$ cat config.mk
export PLATFORM = sky130hd
export DESIGN_NAME = pwr_mode_ctrl
export DESIGN_NICKNAME = d
export VERILOG_FILES = /design/src/rtl/pwr_mode_pkg.sv /design/src/rtl/stab_filter.sv /design/src/rtl/mode_fsm.sv /design/src/rtl/pwr_mode_ctrl.sv
export SDC_FILE = /design/constraint.sdc
export NUM_CORES = 1
export LEC_CHECK = 0
export BUFFER_PORTS_ARGS = -buffer_cell sky130_fd_sc_hd__buf_2
export CAP_MARGIN = 20
export CORE_MARGIN = 5
export CORE_UTILIZATION = 45
export CTS_BUF_LIST = sky130_fd_sc_hd__clkbuf_4
export DETAILED_ROUTE_END_ITERATION = 7
export PLACE_DENSITY_LB_ADDON = 0.08
export SLEW_MARGIN = 20
export SYNTH_ARGS = -nofsm -noshare
export SYNTH_HDL_FRONTEND = slang
export SYNTH_SLANG_ARGS = --single-unit
export TNS_END_PERCENT = 30
$ cat constraint.sdc
create_clock -name clk -period 2.95 [get_ports clk]
set_input_delay 0.885 -clock clk [delete_from_list [all_inputs] [get_ports clk]]
set_output_delay 0.885 -clock clk [all_outputs]
set_load 0.05 [all_outputs]
$ cat src/rtl/pwr_mode_pkg.sv
package pwr_mode_pkg;

    typedef enum logic [1:0] {
        MODE_OFF  = 2'b00,
        MODE_STBY = 2'b01,
        MODE_ACT  = 2'b10
    } mode_t;

    // index of each filtered input in the filter bank
    localparam int SRC_BTN  = 0;
    localparam int SRC_WALL = 1;
    localparam int SRC_USB  = 2;
    localparam int SRC_PDN  = 3;
    localparam int NUM_SRC  = 4;

    typedef struct packed {
        logic batt_ok;
        logic lowalm_ok;
        logic wake;
        logic pdn;
    } mode_in_t;

    function automatic mode_t next_mode(mode_t cur, mode_in_t in);
        mode_t nxt;
        nxt = cur;
        if (!in.batt_ok) begin
            nxt = MODE_OFF;
        end else begin
            case (cur)
                MODE_OFF: begin
                    if (!in.lowalm_ok)  nxt = MODE_STBY;
                    else if (in.wake)   nxt = MODE_ACT;
                end
                MODE_STBY: begin
                    if (in.wake)        nxt = MODE_ACT;
                end
                MODE_ACT: begin
                    if (in.pdn)         nxt = MODE_STBY;
                end
                default:                nxt = MODE_OFF;
            endcase
        end
        return nxt;
    endfunction

endpackage

$ cat src/rtl/stab_filter.sv
module stab_filter #(
    parameter int LEN = 3
) (
    input  logic clk,
    input  logic rst,
    input  logic raw_i,
    output logic qual_o
);
    localparam int CW = $clog2(LEN + 1);

    logic [CW-1:0] run_q;
    logic          qual_q;

    always_ff @(posedge clk) begin
        if (rst) begin
            run_q  <= '0;
            qual_q <= 1'b0;
        end else begin
            // one strobe when the run length reaches LEN
            qual_q <= raw_i && (run_q == CW'(LEN - 1));
            if (!raw_i)
                run_q <= '0;
            else if (run_q != CW'(LEN))
                run_q <= run_q + 1'b1;
        end
    end

    assign qual_o = qual_q;
endmodule

$ cat src/rtl/mode_fsm.sv
module mode_fsm
    import pwr_mode_pkg::*;
(
    input  logic     clk,
    input  logic     rst,
    input  mode_in_t in_i,
    output mode_t    mode_o,
    output logic     on_evt_o,
    output logic     off_evt_o
);
    mode_t mode_q, mode_d;
    logic  on_q, off_q;

    always_comb mode_d = next_mode(mode_q, in_i);

    always_ff @(posedge clk) begin
        if (rst) begin
            mode_q <= MODE_OFF;
            on_q   <= 1'b0;
            off_q  <= 1'b0;
        end else begin
            mode_q <= mode_d;
            on_q   <= (mode_d == MODE_ACT) && (mode_q != MODE_ACT);
            off_q  <= (mode_q == MODE_ACT) && (mode_d != MODE_ACT);
        end
    end

    assign mode_o    = mode_q;
    assign on_evt_o  = on_q;
    assign off_evt_o = off_q;
endmodule

$ cat src/rtl/pwr_mode_ctrl.sv
module pwr_mode_ctrl
    import pwr_mode_pkg::*;
#(
    parameter int FILT_LEN = 3
) (
    input  logic       clk,
    input  logic       rst,
    input  logic       btn_i,
    input  logic       wall_i,
    input  logic       usb_i,
    input  logic       pdn_req_i,
    input  logic       batt_present_i,
    input  logic       batt_uvlo_ok_i,
    input  logic       batt_lowalm_ok_i,
    output logic [1:0] mode_o,
    output logic       pwr_on_evt_o,
    output logic       pwr_off_evt_o
);
    logic [NUM_SRC-1:0] raw_vec;
    logic [NUM_SRC-1:0] qual_vec;
    mode_in_t           fsm_in;
    mode_t              mode_w;

    always_comb begin
        raw_vec           = '0;
        raw_vec[SRC_BTN]  = btn_i;
        raw_vec[SRC_WALL] = wall_i;
        raw_vec[SRC_USB]  = usb_i;
        raw_vec[SRC_PDN]  = pdn_req_i;
    end

    for (genvar g = 0; g < NUM_SRC; g++) begin : g_filt
        stab_filter #(.LEN(FILT_LEN)) u_filt (
            .clk    (clk),
            .rst    (rst),
            .raw_i  (raw_vec[g]),
            .qual_o (qual_vec[g])
        );
    end

    always_comb begin
        fsm_in.batt_ok   = batt_present_i && batt_uvlo_ok_i;
        fsm_in.lowalm_ok = batt_lowalm_ok_i;
        fsm_in.wake      = qual_vec[SRC_BTN] | qual_vec[SRC_WALL] | qual_vec[SRC_USB];
        fsm_in.pdn       = qual_vec[SRC_PDN];
    end

    mode_fsm u_fsm (
        .clk       (clk),
        .rst       (rst),
        .in_i      (fsm_in),
        .mode_o    (mode_w),
        .on_evt_o  (pwr_on_evt_o),
        .off_evt_o (pwr_off_evt_o)
    );

    assign mode_o = mode_w;
endmodule

==> results.json <==
{
  "wire_per_inst_microns": 9.42,
  "vias_per_cell": 4.64,
  "postCtsHoldBufs": 0,
  "final_layout_size_suffix_gt1_frac": 0.167,
  "fin_cells": 106,
  "tightest_slew_ns": 0.340,
  "dr_total_vias": 492,
  "drtPass1Iterations": 4,
  "grt_pass1_wl_microns": 1800,
  "regArea_sq_um": 320,
  "slowest_delay_ns": 0.45,
  "wirelength_microns": 998,
  "multiInputGateArea_sq_um": 327,
  "place.gp.congestion": 0.707,
  "fmax_ghz": 0.524,
  "dr.first_iter.drc_count": 4,
  "ctsResizeCount": 0,
  "fp.dieArea_sq_um": 2380,
  "route.detailed.drc": 0,
  "ir_worst_vdd_uv": 256,
  "cp_top_family": "flip-flops",
  "swShare": 0.226,
  "insertedDiodeCount": 0,
  "coreArea_sq_um": 1470,
  "p_switching_w": 0.0000832,
  "cp.arrival_ns": 1.02,
  "use_met2": 0.143,
  "ys_top_cells_by_area": "dfxtp_1, ha_1, nor2_1",
  "grt_max_degree": 9,
  "outcome": "completed",
  "use_met1": 0.111,
  "htree_num_levels": 1,
  "start_util": 0.460,
  "syn_nets": 92,
  "cp_data_required_time_ns": 2.07,
  "syn_avg_cell_area_sq_um": 9.03,
  "p_int_w": 0.000285,
  "grt.busiest_layer": "met2",
  "synth_top_cell_by_area": "dfxtp_1",
  "die_h_microns": 48.8,
  "worstPathCellList": "buf_2",
  "timing.final.max_slew_violations": 0,
  "numCtsBuffers": 3,
  "post_cts_buffers": 0,
  "async_reset_ff_frac": 0,
  "rsz0062_at_grt": "false",
  "cap_violations": 0,
  "leakage_nw": 0.386,
  "fin_worst_skew_ns": 0.00383,
  "hold_path.class": "reg -> reg",
  "core.rowCount": 14,
  "yosysTopAreaCellShare": 0.473,
  "synthCells": 75,
  "clockPowerShare": 0.293,
  "cp_num_buf_inv": 1,
  "worst-path-stages": 1,
  "end_kind": "output port",
  "nNetsFinal": 109,
  "synth_cell_types": 15,
  "grt_pass1_vias": 460,
  "antenna_found_initial": 0,
  "startpoint_type": "flip-flop",
  "clk_latency_ns": 0.27,
  "fillCellCount": 149,
  "ys_ff_latch": 16,
  "clk_pin_slew_ns": 0.08,
  "portBuffers": 12,
  "setup_viol": 0,
  "ant_nets": 0,
  "ys.flop_type": "dfxtp_1",
  "clockBufferDepth": 2,
  "die_x_microns": 48.8,
  "cp_slowest_cell": "dfxtp_1",
  "io_pins": 13,
  "combPwrFrac": 0.088,
  "cp_max_fo": 8,
  "synthTopCellsByCount": "nor2_1, dfxtp_1, ha_1, inv_1",
  "worstRegToRegCells": 2,
  "yosysSeqAreaShare": 0.473,
  "dp_worst_setup_slack_ns": 1.28,
  "hold_viol": 0,
  "path_class": "reg -> out",
  "cts_root_buffer": "clkbuf_4",
  "grtUsageMet3": 0.0306,
  "post-synth-top-count-cell": "nor2_1",
  "globalRoute.totalOverflow": 0,
  "clock_sinks": 16,
  "gr-usage-all-layers": 0.0948,
  "fin_tns_setup_ns": 0,
  "worst_slack_ns": 1.04,
  "whs_path_depth": 2,
  "hpwl_microns": 812,
  "dp.cells": 103,
  "synthToLayoutAreaGrowth_pct": 15.2,
  "powerDensity_nw_per_um2": 473,
  "slew_headroom": 0.771,
  "min_period_ns": 1.91,
  "ys.warnings.count": 0,
  "tritoncts": "yes",
  "synthesis.area_sq_um": 677,
  "synth-edff-count": 0,
  "pwr-share-seq": 0.619,
  "power_w": 0.000368,
  "finalCritPeriodShare": 0.647
}
## layout make-up
type,count,area share
multi-input cells,51,0.419
flip-flops and latches,16,0.411
repair buffers,12,0.0770
inverters,8,0.0385
clock buffers,3,0.0289
well taps,16,0.0257
## state kept, by name (all words and copies together), names as in the netlist
| name | count |
|---|---|
| u_fsm.on_evt_o | 1 |
| g_filt.u_filt.run_q | 8 |
| u_fsm.off_evt_o | 1 |
| u_fsm.mode_o | 2 |
| g_filt.u_filt.qual_o | 4 |
## path summary, 6_finish.rpt
path	from	to	slack, ns
worst max-delay path	u_fsm.mode_o[1]$_SDFF_PP0_	mode_o[1]	1.04
worst max register to register	u_fsm.mode_o[1]$_SDFF_PP0_	u_fsm.on_evt_o$_SDFF_PP0_	1.89
worst min register to register	g_filt[2].u_filt.run_q[1]$_SDFFE_PP0P_	g_filt[2].u_filt.run_q[1]$_SDFFE_PP0P_	0.53
worst min-delay path	g_filt[2].u_filt.run_q[1]$_SDFFE_PP0P_	g_filt[2].u_filt.run_q[1]$_SDFFE_PP0P_	0.53
## cells by family (layout without fill, tap and decap cells)
family                   after synthesis  after routing  synth area share
AO/OA/AOI/OAI                          8              8            0.0758
flip-flops                            16             16             0.473
XOR/XNOR                               4              4            0.0518
AND/OR/NAND/NOR                       31             31             0.207
buffers and inverters                  8             23            0.0444
adder cells (fa/ha/maj)                8              8             0.148
## per-stage QoR
step,hold slack (ns),cell area (sq um),utilization
finish,0.529,779,0.530
global route,0.561,779,0.530
CTS,0.533,779,0.530
detailed placement,0.518,757,0.514
global placement,0.502,757,0.514
floorplan,0.485,677,-
## placed cells by master (no fill, tap or decap)
cell type   n
a21oi_1     5
nor2_1     19
xor2_1      4
or2_1       1
buf_2      12
nand2b_1    5
o32a_1      1
ha_1        8
nand3b_1    1
nor4_1      1
nand2_1     2
a211o_1     1
clkbuf_4    3
nor3_1      2
inv_1       8
dfxtp_1    16
a21o_1      1
## layer usage
layer	routed length (microns)	vias to the layer above
met5	0	-
li1	-	270
met4	13	0
met3	86	2
met1	462	208
met2	434	12
## power groups by stage
stage               Sequential, W  Combinational (W)  Clock, W
finish                   0.000228          0.0000325  0.000108
global route             0.000229          0.0000380  0.000122
CTS                      0.000228          0.0000330  0.000113
detailed placement       0.000233          0.0000329         0
global placement         0.000233          0.0000320         0
floorplan                0.000234          0.0000212         0
Power figures use the tool's default switching activity.
